File: src/rtl/spi_reg_port.sv
module spi_reg_port #(
  parameter int ADDR_W      = 4,
  parameter int DATA_W      = 8,
  parameter int SYNC_STAGES = 2
) (
  input  logic              clk,
  input  logic              rst_n,
  input  logic              spi_sck,
  input  logic              spi_cs,
  input  logic              spi_mosi,
  output logic              spi_miso,
  output logic [ADDR_W-1:0] reg_addr,
  output logic [DATA_W-1:0] reg_wdata,
  output logic              reg_we,
  input  logic [DATA_W-1:0] reg_rdata,
  output logic              reg_re
);
  localparam int CNT_W    = $clog2(DATA_W);
  localparam int MARK_BIT = ADDR_W;
  localparam int DIR_BIT  = DATA_W - 1;

  typedef enum logic [2:0] {ST_IDLE, ST_CMD, ST_WR, ST_RD, ST_SKIP} st_t;

  st_t                   state;
  logic [SYNC_STAGES-1:0] sck_sy, cs_sy, mosi_sy;
  logic                  sck_q, cs_q;
  logic [DATA_W-2:0]     rx_sh;
  logic [DATA_W-1:0]     tx_sh;
  logic [CNT_W-1:0]      bit_cnt;

  logic sck_s, cs_s, mosi_s;
  assign sck_s  = sck_sy[SYNC_STAGES-1];
  assign cs_s   = cs_sy[SYNC_STAGES-1];
  assign mosi_s = mosi_sy[SYNC_STAGES-1];

  logic sck_rise, sck_fall, cs_rise, byte_done;
  logic [DATA_W-1:0] rx_byte;
  assign sck_rise  = cs_s & sck_s & ~sck_q;
  assign sck_fall  = cs_s & ~sck_s & sck_q;
  assign cs_rise   = cs_s & ~cs_q;
  assign rx_byte   = {rx_sh, mosi_s};
  assign byte_done = sck_rise && (bit_cnt == CNT_W'(DATA_W - 1));

  assign spi_miso = (state == ST_RD) & tx_sh[DATA_W-1];

  always_ff @(posedge clk or negedge rst_n) begin
    if (!rst_n) begin
      sck_sy  <= '0;
      cs_sy   <= '0;
      mosi_sy <= '0;
      sck_q   <= 1'b0;
      cs_q    <= 1'b0;
    end else begin
      sck_sy  <= {sck_sy[SYNC_STAGES-2:0], spi_sck};
      cs_sy   <= {cs_sy[SYNC_STAGES-2:0], spi_cs};
      mosi_sy <= {mosi_sy[SYNC_STAGES-2:0], spi_mosi};
      sck_q   <= sck_s;
      cs_q    <= cs_s;
    end
  end

  always_ff @(posedge clk or negedge rst_n) begin
    if (!rst_n) begin
      state     <= ST_IDLE;
      rx_sh     <= '0;
      tx_sh     <= '0;
      bit_cnt   <= '0;
      reg_addr  <= '0;
      reg_wdata <= '0;
      reg_we    <= 1'b0;
      reg_re    <= 1'b0;
    end else begin
      reg_we <= 1'b0;
      reg_re <= 1'b0;
      if (reg_we) reg_addr <= reg_addr + 1'b1;
      if (reg_re) tx_sh <= reg_rdata;

      if (!cs_s) begin
        state   <= ST_IDLE;
        bit_cnt <= '0;
      end else if (cs_rise) begin
        state   <= ST_CMD;
        bit_cnt <= '0;
        tx_sh   <= '0;
      end else begin
        if (sck_rise) begin
          rx_sh   <= rx_byte[DATA_W-2:0];
          bit_cnt <= byte_done ? '0 : bit_cnt + 1'b1;
        end
        if (sck_fall && bit_cnt != '0 && state == ST_RD)
          tx_sh <= {tx_sh[DATA_W-2:0], 1'b0};
        if (byte_done) begin
          case (state)
            ST_CMD: begin
              if (rx_byte[MARK_BIT]) begin
                reg_addr <= rx_byte[ADDR_W-1:0];
                if (rx_byte[DIR_BIT]) begin
                  state  <= ST_RD;
                  reg_re <= 1'b1;
                end else begin
                  state <= ST_WR;
                end
              end else begin
                state <= ST_SKIP;
              end
            end
            ST_WR: begin
              reg_we    <= 1'b1;
              reg_wdata <= rx_byte;
            end
            ST_RD: begin
              reg_addr <= reg_addr + 1'b1;
              reg_re   <= 1'b1;
            end
            default: ;
          endcase
        end
      end
    end
  end
endmodule

File: config.mk
export PLATFORM = sky130hd
export DESIGN_NAME = spi_reg_port
export DESIGN_NICKNAME = d
export VERILOG_FILES = /design/src/rtl/spi_reg_port.sv
export SDC_FILE = /design/constraint.sdc
export NUM_CORES = 1
export LEC_CHECK = 0
export BUFFER_PORTS_ARGS = -buffer_cell sky130_fd_sc_hd__buf_4
export CAP_MARGIN = 10
export CORE_MARGIN = 4
export CORE_UTILIZATION = 56
export CTS_BUF_LIST = sky130_fd_sc_hd__clkbuf_16
export DETAILED_ROUTE_END_ITERATION = 8
export PLACE_DENSITY = 0.8
export SYNTH_ARGS = -nofsm -noshare
export SYNTH_HDL_FRONTEND = slang
export SYNTH_SLANG_ARGS = --single-unit
File: constraint.sdc
create_clock -name clk -period 2.45 [get_ports clk]
set_clock_uncertainty 0.05 [all_clocks]
set_input_delay 0.49 -clock clk [delete_from_list [all_inputs] [get_ports clk]]
set_output_delay 0.49 -clock clk [all_outputs]
set_load 0.01 [all_outputs]
[Word-level counts from Yosys, hierarchy flattened]
Cells that the tools add are included.
Widths: inputs -> output; s select.
Storage, ports and cells
  bits in registers: 43
  output and inout bits: 15
  input port bits: 13
  logic and storage cells: 69
Operators by class
  add/subtract/negate cells: 2
  muxes and demuxes: 30
  reduce and logical (&&, ||, !) cells: 7
  bitwise gates (word level): 10
  equal/unequal tests: 7
Operator list (count)
  $mux 8: 4
  $mux 3: 9
  $mux 4: 5
  $mux 1: 10
  $ne 3x1->1 const B: 3
  $pmux 4 s2: 1
  $and 1x1->1: 6
  $eq 3x2->1 const B: 2
  $add 4x1->4 const B: 1
  $not 1->1: 4
  $reduce_and 4->1: 1
  $add 3x1->3 const B: 1
  $eq 3x1->1 const B: 1
  $eq 3x3->1 const B: 1
  $logic_and 1x1->1: 3
  $reduce_and 3->1: 1
  $reduce_bool 3->1: 1
  $pmux 1 s2: 1
  $reduce_and 2->1: 1

[Depth between registers and ports, before layout]
Gate-level depths: netlist of run 1.
  word-level depth: 8
  depth in mapped cells: 7
  depth with buffers taken out: 6

[Least setup slack after synthesis of run 1]
Ideal clock, no wire load.
  path type: register to register
  start point: register bit_cnt[0]
  end point: register reg_addr[2]
  buffers on the path: 0
  cell stages (with the launch flop): 7
  library setup time: 0.120 ns
  required time: 2.280 ns
  arrival: 1.611 ns
  slack: 0.669 ns
  period minus slack after synthesis: 1.781 ns
  path through: dfrtp_1 > ha_1 > ha_1 > nand3b_1 > nor2_2 > mux2_2 > o211a_1
On the way
  word-level cells in the longest chain between the ends: 5
Ends and longest elaborated chain
  start: declaration: line 29  | logic [CNT_W-1:0] bit_cnt;
  start signal: assignment: line 88  | bit_cnt <= byte_done ? '0 : bit_cnt + 1'b1;
  $eq 3x3->1: line 42  | assign byte_done = sck_rise && (bit_cnt == CNT_W'(DATA_W - 1));
  $logic_and 1x1->1: line 42
  $mux 4: line 92  | if (byte_done) begin
  $mux 4: line 81  | end else if (cs_rise) begin
  $mux 4: line 78  | if (!cs_s) begin
  end signal: assignment: line 75  | if (reg_we) reg_addr <= reg_addr + 1'b1;
  end signal: assignment: line 96  | reg_addr <= rx_byte[ADDR_W-1:0];
  end signal: assignment: line 112  | reg_addr <= reg_addr + 1'b1;
  end: declaration: line 12  | output logic [ADDR_W-1:0] reg_addr,
Every way passes these cells.
A chain may end at the register's enable or synchronous reset.

[Worst setup path in the final report of run 1]
Same ends and word-level chain as after synthesis.

==> results of run 1 <==
-- flip-flops by register name (all words and copies together), names as in the netlist --
signal and flops:
reg_addr 4, rx_sh 7, sck_sy 2, reg_wdata 8, tx_sh 8, state 3, reg_we 1, sck_q 1
cs_sy 2, bit_cnt 3, reg_re 1, mosi_sy 2, cs_q 1
-- Yosys cell counts (all sizes together), types with 4 or more instances --
| library cell | number | area share |
|---|---|---|
| a31oi | 4 | 0.013 |
| nand2 | 8 | 0.016 |
| mux2 | 14 | 0.082 |
| nor2 | 15 | 0.035 |
| inv | 8 | 0.016 |
| nor3 | 5 | 0.013 |
| mux2i | 9 | 0.047 |
| buf | 4 | 0.010 |
| ha | 4 | 0.026 |
| a21oi | 4 | 0.010 |
| o2bb2ai | 7 | 0.032 |
| dfrtp | 43 | 0.56 |
-- stage by stage --
| stage | setup slack, ps | total power (uW) | hold slack, ps | utilization | cell area, sq um |
|---|---|---|---|---|---|
| final | 462.2 | 1515 | 137.6 | 0.6854 | 2287 |
| after detailed placement | 481.9 | 915.1 | 286.3 | 0.6442 | 2150 |
| after global routing | 322.7 | 1574 | 184.4 | 0.6854 | 2287 |
| after floorplan | 669.0 | 860.9 | 144.4 | - | 1921 |
| after CTS | 462.9 | 1528 | 157.8 | 0.6854 | 2287 |
| after global placement | 560.4 | 906.7 | 283.0 | 0.6442 | 2150 |
-- final cells by class --
| type | count | area [sq um] | area share |
|---|---|---|---|
| flip-flops and latches | 43 | 1076 | 0.4705 |
| clock buffers | 5 | 125.1 | 0.05470 |
| well taps | 46 | 57.56 | 0.02516 |
| repair buffers | 27 | 202.7 | 0.08862 |
| multi-input cells | 101 | 783.3 | 0.3425 |
| clock inverters | 3 | 12.51 | 0.005470 |
| inverters | 8 | 30.03 | 0.01313 |
-- critical path, cell delays in order, from the launching register on --
cell,delay (ps)
dfrtp_1,400
ha_1,160
ha_1,230
nand3b_1,250
nor2_2,310
mux2_2,370
o211a_1,110
-- layer usage --
metal / track usage / wire (microns) / vias to the layer above
li1: - / - / 625
met1: 0.2323 / 1520 / 660
met2: 0.2908 / 1807 / 27
met3: 0.04047 / 130 / 4
met4: 0.09137 / 47 / 0
met5: 0 / 0 / -
-- worst paths after layout --
path                             from           to  cells after the start
max reg2reg                bit_cnt[0]  reg_addr[2]                      6
min in group clk               spi_cs     cs_sy[0]                      1
min                             rst_n  reg_addr[2]                      1
max                        bit_cnt[0]  reg_addr[2]                      6
max in group asynchronous       rst_n    sck_sy[1]                      1
min reg2reg                  cs_sy[0]     cs_sy[1]                      0
-- power groups by stage --
stage | Clock (uW) | Sequential (uW) | Combinational [uW]
after global routing | 651 | 800 | 122
after global placement | 0 | 803 | 104
final | 613 | 794 | 108
after floorplan | 0 | 781 | 79.8
after detailed placement | 0 | 807 | 108
after CTS | 624 | 794 | 110
-- cell families after synthesis --
group                    Yosys count  synth area share
AO/OA/AOI/OAI                     29            0.1212
adder cells (fa/ha/maj)            4           0.02606
flip-flops                        43            0.5603
multiplexers                      23            0.1290
XOR/XNOR                           2          0.009122
buffers and inverters             15           0.03192
AND/OR/NAND/NOR                   43            0.1225
==> summary.txt, run 1 <==
Placed design
  – RePlAce Congestion: 0.8628
  – Placed insts: 225
  – Post-DP HPWL: 2.492 mm
  – Buffers added on ports: 27

Synthesis
  – Post-Syn Area: 1921 sq um
  – Post-synth cell types: 40
  – Syn nets: 176
  – Post-synth EDFFs: 0
  – Synth warn: 0
  – Synth async-reset ratio: 1.000
  – Post-Synthesis Cells: 159
  – Yosys reg bits: 43
  – Syn Area/Cell: 12.08 sq um
  – Top_reg_cell synth: dfrtp_1
  – Post-synthesis sequential area ratio: 0.5603

Drt
  – Initial DRC count: 82
  – # DRC: 0
  – Final wirelength: 3.506 mm
  – Vias: 1316
  – Post-route ant nets: 0
  – Drt wl/cell: 15.05 microns
  – Routed vias/inst: 5.648
  – Drt pass-1 iters: 4

Pwr
  – Switching share of total power: 0.2293
  – Seq pwr share: 0.524
  – Comb power frac: 0.071
  – Pint: 1168 uW
  – Sw power: 347.4 uW
  – Power density over the cells: 662.4 nW/um^2
  – Leakage: 0.001086 uW
  – Maximum vdd ir drop: 0.6077 mV
  – Clock Power Share: 0.405

Critical path
  – CP Launch Type: register
  – Crit path kind: reg2reg
  – Maximum fanout along the worst path: 8
  – Reg-to-reg slack, setup: 460 ps
  – CP arrival: 2100 ps
  – CP Capture Type: register
  – Crit path required time: 2560 ps

Final layout
  – FILL cells: 242
  – Most frequent cells in the layout: dfrtp_1 (43), buf_4 (27), mux2_2 (14)
  – Final net count: 203
  – Inserted Diodes: 0
  – Most common cell after layout, fill and taps aside: dfrtp_1
  – Area grow syn2layout: 19.09%
  – Layout cells sized above 1: 0.2941
  – Fin cells: 233

GRT
  – First-pass GRT wire length: 5.892 mm
  – GRT Total Usage: 0.1822
  – Vias in the first global route: 1267
  – Largest net degree at the start of global routing: 44
  – GR Overflow Total: 0
  – Initial antenna violation count: 0

STA
  – Worst Tran Pin Value: 520.3 ps
  – Fmax: 0.5031 GHz
  – RSZ-0062 raised after global routing: false
  – Final min period: 1988 ps
  – Tcrit/Tclk final: 0.8114
  – Slew Limit Fails: 0
  – Setup_tns: 0 ps
  – Worst rel slew slack: 0.6531
  – Hold Fails Final Rpt: 0
  – Setup-failing EPs final: 0

Clock tree
  – H-tree depth: 2
  – Clk pin slew, worst setup/hold paths: 60 ps
  – # Post-CTS Setup Buffers: 0
  – Hold_buf cts: 0
  – Total CTS buffers: 5
  – CTS root buf: clkbuf_16
  – Clock Latency Late Sink: 280 ps
  – CTS tree: built
  – Clock sinks: 43
  – Clk buf depth: 2
  – CTS resizes: 0

Die
  – Top Ports: 28
  – Die W: 66.57 microns
  – Core ar.: 3337 sq um
  – Die area: 4431 sq um
  – Die height: 66.57 microns
  – Rows: 21
  – Starting Density: 0.5756

Status
  – Status: complete, no violations

Job
  – Max-cap violations: 0

Min path
  – HP Class: in2async
(Power assumes the default switching activity.)
==> run 2: changes to the inputs <==
--- a/config.mk
+++ b/config.mk
@@ -5,13 +5,14 @@
 export SDC_FILE = /design/constraint.sdc
 export NUM_CORES = 1
 export LEC_CHECK = 0
+export ABC_AREA = 1
 export BUFFER_PORTS_ARGS = -buffer_cell sky130_fd_sc_hd__buf_4
 export CAP_MARGIN = 10
 export CORE_MARGIN = 4
-export CORE_UTILIZATION = 56
+export CORE_UTILIZATION = 50
 export CTS_BUF_LIST = sky130_fd_sc_hd__clkbuf_16
 export DETAILED_ROUTE_END_ITERATION = 8
-export PLACE_DENSITY = 0.8
+export PLACE_DENSITY = 0.76
 export SYNTH_ARGS = -nofsm -noshare
 export SYNTH_HDL_FRONTEND = slang
 export SYNTH_SLANG_ARGS = --single-unit
==> constraint.sdc (replaced) <==
create_clock -name clk -period 1.7 [get_ports clk]
set_clock_uncertainty 0.05 [all_clocks]
set_input_delay 0.34 -clock clk [delete_from_list [all_inputs] [get_ports clk]]
set_output_delay 0.34 -clock clk [all_outputs]
set_load 0.01 [all_outputs]
==> run 2 against run 1 <==
The flow now finishes with violations (negative hold slack). Utilization down 5.5 points. Via count up 11%. Global-route usage down 2.4 points. Synthesized cell count up 34%. Design area up 1.6%. Wire length up 2.0%. Clock power up 46%. Flip-flop and latch count unchanged. Sequential power up 39%. Final cell count up 27%. Die area up 11%. Register-to-register slack worse by 250 ps. Largest power group unchanged. Highest routed layer unchanged.
==> summary.txt, run 2 <==
Synthesis
  – Post-synthesis sequential area ratio: 0.5577
  – Synth warn: 0
  – Post-Synthesis Cells: 213
  – Yosys reg bits: 43
  – Top_reg_cell synth: dfrtp_1
  – Post-synth EDFFs: 0
  – Yosys top cell area share: 0.5577
  – Top cells by area, synth: dfrtp_1 (56%), nand2_1 (11%), o21ai_0 (7.3%)
  – Post-Syn Area: 1929 sq um
  – Synth top cells by count: nand2_1 (57), dfrtp_1 (43), o21ai_0 (28)
  – Post-synth cell types: 23
  – Syn nets: 230
  – Syn Area/Cell: 9.058 sq um
  – Count leader, synth: nand2_1
  – Largest area contributor in the netlist: dfrtp_1
  – Synth async-reset ratio: 1.000

Critical path
  – CP Launch Type: register
  – Maximum fanout along the worst path: 4
  – Crit-path slowest cell: dfrtp_1
  – Worst path buffer plus inverter count: 1
  – Crit path largest cell delay: 410 ps
  – Top delay family on crit path: flip-flops
  – Critical-path cell list: nor2_2 > nand2_1 > nor2_1 > buf_4
  – Crit path required time: 1310 ps
  – CP arrival: 1190 ps
  – CP Capture Type: output pin
  – Crit path kind: reg2out

Clock tree
  – CTS root buf: clkbuf_16
  – CTS tree: built
  – H-tree depth: 2
  – Total CTS buffers: 5
  – Hold_buf cts: 0
  – CTS resizes: 0
  – Clk pin slew, worst setup/hold paths: 60 ps
  – Clock sinks: 43
  – # Post-CTS Setup Buffers: 0
  – Clock Latency Late Sink: 280 ps
  – Clk buf depth: 2

STA
  – RSZ-0062 raised after global routing: false
  – Setup-failing EPs final: 0
  – Setup_tns: 0 ps
  – Final hold slack: -17.98 ps
  – Fmax: 0.6346 GHz
  – Tcrit/Tclk final: 0.9269
  – Worst Tran Pin Value: 512.1 ps
  – Hold Fails Final Rpt: 43
  – Worst rel slew slack: 0.6586
  – Final min period: 1576 ps
  – Slew Limit Fails: 0

GRT
  – GR Overflow Total: 0
  – Vias in the first global route: 1447
  – First-pass GRT wire length: 6.272 mm
  – Largest net degree at the start of global routing: 44
  – GRT Total Usage: 0.1583
  – Initial antenna violation count: 0

Die
  – Starting Density: 0.5231
  – Top Ports: 28
  – Die W: 70.12 microns
  – Die area: 4917 sq um
  – Rows: 22
  – Die height: 70.12 microns
  – Core ar.: 3689 sq um

Pwr
  – Maximum vdd ir drop: 0.8857 mV
  – Leakage: 0.001182 uW
  – Pint: 1651 uW
  – Comb power frac: 0.066
  – Sw power: 490.1 uW
  – Pwr Total: 2141 uW
  – Switching share of total power: 0.2289
  – Clock Power Share: 0.420
  – Power density over the cells: 920.9 nW/um^2
  – Seq pwr share: 0.514

Final layout
  – Biggest regs: reg_wdata x8, tx_sh x8, rx_sh x7
  – Most frequent cells in the layout: nand2_1 (57), dfrtp_1 (43), buf_4 (29)
  – Layout cells sized above 1: 0.2227
  – Area grow syn2layout: 20.49%
  – Most common cell after layout, fill and taps aside: nand2_1
  – Final net count: 263
  – Inserted Diodes: 0
  – Storage element area: 1076 sq um
  – Multi-input logic area: 735.7 sq um
  – FILL cells: 331

Drt
  – Vias: 1464
  – Drt pass-1 iters: 4
  – Initial DRC count: 74
  – Final wirelength: 3.576 mm
  – Post-route ant nets: 0
  – # DRC: 0
  – Drt wl/cell: 12.12 microns
  – Routed vias/inst: 4.963

Placed design
  – Post-DP HPWL: 2.632 mm
  – Buffers added on ports: 27
  – RePlAce Congestion: 0.8778

Status
  – Violated checks: negative hold slack
  – Status: finished, violations left

Job
  – Max-cap violations: 0

Min path
  – HP Class: in2async
## run 2: area by class of cell
cell class,count,area share
well taps,48,0.02583
clock buffers,5,0.05382
multi-input cells,142,0.3165
repair buffers,29,0.09365
flip-flops and latches,43,0.4629
clock inverters,3,0.006997
inverters,25,0.04037
## run 2: through the flow
stage               cells  area [sq um]  setup WS [ps]  utilization
floorplan             213          1929          316.1            -
global placement      287          2183          251.3       0.5919
detailed placement    287          2183          208.0       0.5919
CTS                   295          2325          125.8       0.6303
global route          295          2325          66.17       0.6303
finish                295          2325          124.2       0.6303
## run 2: power groups by stage
stage	clock network, uW	logic, uW	registers (uW)
2_1_floorplan	0	91.2	1100
3_3_place_gp	0	142	1120
3_5_place_dp	0	144	1120
4_1_cts	910	145	1100
5_1_grt	959	163	1110
6_report	898	142	1100
## run 2: cell families (layout without fill, tap and decap cells)
| family | Yosys count | after routing | share of synthesized area |
|---|---|---|---|
| DFF | 43 | 43 | 0.5577 |
| AOI/OAI and AO/OA | 47 | 47 | 0.1381 |
| adders and majority gates | 4 | 4 | 0.02594 |
| buffers and inverters | 28 | 62 | 0.06096 |
| and+or+nand+nor | 89 | 89 | 0.2082 |
| xor gates and xnor gates | 2 | 2 | 0.009081 |
## run 2: final timing paths
path	slack, ps	cells after the start	end	start
hold reg to reg	300	0	mosi_sy[1]	mosi_sy[0]
max in group asynchronous	1260	1	reg_addr[0]	rst_n
setup / recovery	120	4	spi_miso	state[2]
min in group clk	110	1	mosi_sy[0]	spi_mosi
hold / removal	-20	1	reg_wdata[5]	rst_n
setup reg to reg	210	8	reg_wdata[7]	bit_cnt[0]
## run 2: metal layers
layer  global-route usage  part of all wire  up-vias
met5                    0                 0        -
met4              0.05319             0.015        0
met3              0.06043             0.058        6
met2               0.2602              0.47       33
met1               0.1905              0.45      671
li1                     -                 -      754
==> run 3: changes to the inputs <==
--- a/config.mk
+++ b/config.mk
@@ -12,7 +12,10 @@
 export CORE_UTILIZATION = 50
 export CTS_BUF_LIST = sky130_fd_sc_hd__clkbuf_16
 export DETAILED_ROUTE_END_ITERATION = 8
+export GPL_TIMING_DRIVEN = 0
 export PLACE_DENSITY = 0.76
+export REMOVE_ABC_BUFFERS = 1
+export SLEW_MARGIN = 20
 export SYNTH_ARGS = -nofsm -noshare
 export SYNTH_HDL_FRONTEND = slang
 export SYNTH_SLANG_ARGS = --single-unit
==> run 3 against run 2 <==
The run still ends with negative hold slack left. Power decreased by 0.63%. Fmax is 2.2% lower. Critical path depth stayed put. Non-clock buffer count decreased by 2. Die area did not move. Count of clock-buffer cells in the layout unchanged. Critical path type unchanged. Critical endpoint unchanged. Largest power group unchanged. Highest routed layer unchanged.
==> summary.txt, run 3 (same netlist as run 2, synthesis figures left out) <==
Pwr
  – Pint: 1648 uW
  – Seq pwr share: 0.517
  – Comb power frac: 0.065
  – Maximum vdd ir drop: 0.7746 mV
  – Sw power: 478.8 uW
  – Switching share of total power: 0.2251
  – Clock Power Share: 0.417
  – Power density over the cells: 918.5 nW/um^2
  – Leakage: 0.001175 uW

Status
  – Violated checks: negative hold slack
  – Status: finished, violations left

Final layout
  – Most common cell after layout, fill and taps aside: nand2_1
  – Final Instance Area: 2316 sq um
  – Inserted Diodes: 0
  – FILL cells: 330
  – Final net count: 261
  – Area grow syn2layout: 20.04%
  – Most frequent cells in the layout: nand2_1 (57), dfrtp_1 (43), o21ai_0 (28)
  – Biggest regs: reg_wdata x8, tx_sh x8, rx_sh x7
  – Layout cells sized above 1: 0.2245

Die
  – Rows: 22
  – Die height: 70.12 microns
  – Die area: 4917 sq um
  – Starting Density: 0.5231
  – Top Ports: 28
  – Core ar.: 3689 sq um
  – Die W: 70.12 microns

Critical path
  – CP Launch Type: register
  – CP Capture Type: output pin
  – Reg-to-reg slack, setup: 180 ps
  – Maximum fanout along the worst path: 4
  – Crit path to: spi_miso
  – RR Endpoint: tx_sh[7]
  – Crit path kind: reg2out
  – Crit path required time: 1310 ps
  – CP arrival: 1220 ps
  – Worst Setup SP: state[2]
  – Reg2Reg Depth: 6
  – Worst reg2reg path startpoint: state[2]

Drt
  – Routed vias/inst: 5.096
  – Final wirelength: 3.490 mm
  – Initial DRC count: 98
  – Vias: 1493
  – # DRC: 0
  – Drt wl/cell: 11.91 microns
  – Post-route ant nets: 0
  – Drt pass-1 iters: 5

STA
  – Fmax: 0.6206 GHz
  – Worst rel slew slack: 0.6016
  – Tcrit/Tclk final: 0.9478
  – Final min period: 1611 ps
  – Setup-failing EPs final: 0
  – Setup_tns: 0 ps
  – Slew Limit Fails: 0
  – RSZ-0062 raised after global routing: false
  – Hold Fails Final Rpt: 20
  – Setup WS post-layout: 88.73 ps
  – Worst Tran Pin Value: 597.0 ps
  – Final hold slack: -20.08 ps

GRT
  – Initial antenna violation count: 0
  – Largest net degree at the start of global routing: 44
  – Vias in the first global route: 1306
  – First-pass GRT wire length: 5.858 mm
  – GRT Total Usage: 0.1472
  – GR Overflow Total: 0

Clock tree
  – Clk buf depth: 2
  – H-tree depth: 2
  – Clock Latency Late Sink: 280 ps
  – Clock sinks: 43
  – Clk pin slew, worst setup/hold paths: 60 ps
  – # Post-CTS Setup Buffers: 0
  – CTS tree: built
  – Total CTS buffers: 5
  – CTS root buf: clkbuf_16

Placed design
  – Buffers added on ports: 27
  – Post-DP HPWL: 2.538 mm
  – Cell Area, Placed: 2168 sq um
  – Placement Setup Slack: 43.75 ps
  – RePlAce Congestion: 0.8097

Job
  – Max-cap violations: 0

Min path
  – HP Class: in2async
-- run 3: cell types whose count changed in the layout (fill, tap and decap cells not counted) --
cell,previous run,this run
nor2_4,2,3
nor2_1,7,6
inv_1,26,25
clkinvlp_4,1,0
clkinv_2,1,3
buf_4,29,27
-- run 3: per-layer routing --
layer	track usage	vias up	part of all wire	wire, microns
met1	0.2002	709	0.47	1640
met4	0.03191	0	0.0040	14
met3	0.04892	2	0.052	183
met5	0	-	0	0
li1	-	746	-	-
met2	0.2298	36	0.47	1652
-- run 3: per-stage QoR --
step,power (uW),hold slack [ps],std cells,util
final,2127,-20.08,293,0.6279
after global routing,2230,36.04,293,0.6279
after CTS,2149,4.400,293,0.6258
after detailed placement,1257,284.7,285,0.5879
after global placement,1253,281.6,285,0.5879
after floorplan,1188,-5.591,210,-
-- run 3: final cells by class --
class	instances	area [sq um]	share of cell area
Sequential cell	43	1076	0.4646
Multi-Input combinational cell	142	743.2	0.3209
Timing Repair Buffer	27	202.7	0.08752
Clock buffer	5	125.1	0.05402
Inverter	25	93.84	0.04052
Tap cell	48	60.06	0.02593
Clock inverter	3	15.01	0.006483
-- run 3: worst max-delay path, stage by stage, from the launching register on --
cell and delay (ps):
dfrtp_1 420, nor2_4 150, nand2_1 110, nor2_1 130
buf_4 140
-- run 3: what timing repair did --
action / CTS / global route
gates resized for setup: 0 / 2
hold buffers: 0 / 0
setup endpoints to repair: 0 / 11
-- run 3: how the worst min path moves through the flow --
stage / cells past startpoint / startpoint / slack (ps) / endpoint
detailed placement: 0 / sck_sy[0] / 280 / sck_sy[1]
CTS: 1 / rst_n / 4 / reg_wdata[6]
finish: 1 / rst_n / -20 / reg_wdata[6]
floorplan: 0 / rst_n / -6 / bit_cnt[0]
global route: 1 / rst_n / 40 / reg_wdata[6]
global placement: 0 / cs_sy[0] / 280 / cs_sy[1]
-- run 3: power by group through the flow --
| stage | Sequential [uW] | Combinational, uW | Clock (uW) |
|---|---|---|---|
| 6_report | 1100 | 138 | 888 |
| 5_1_grt | 1110 | 161 | 964 |
| 4_1_cts | 1100 | 140 | 908 |
| 3_5_place_dp | 1120 | 139 | 0 |
| 3_3_place_gp | 1120 | 136 | 0 |
| 2_1_floorplan | 1110 | 78.4 | 0 |
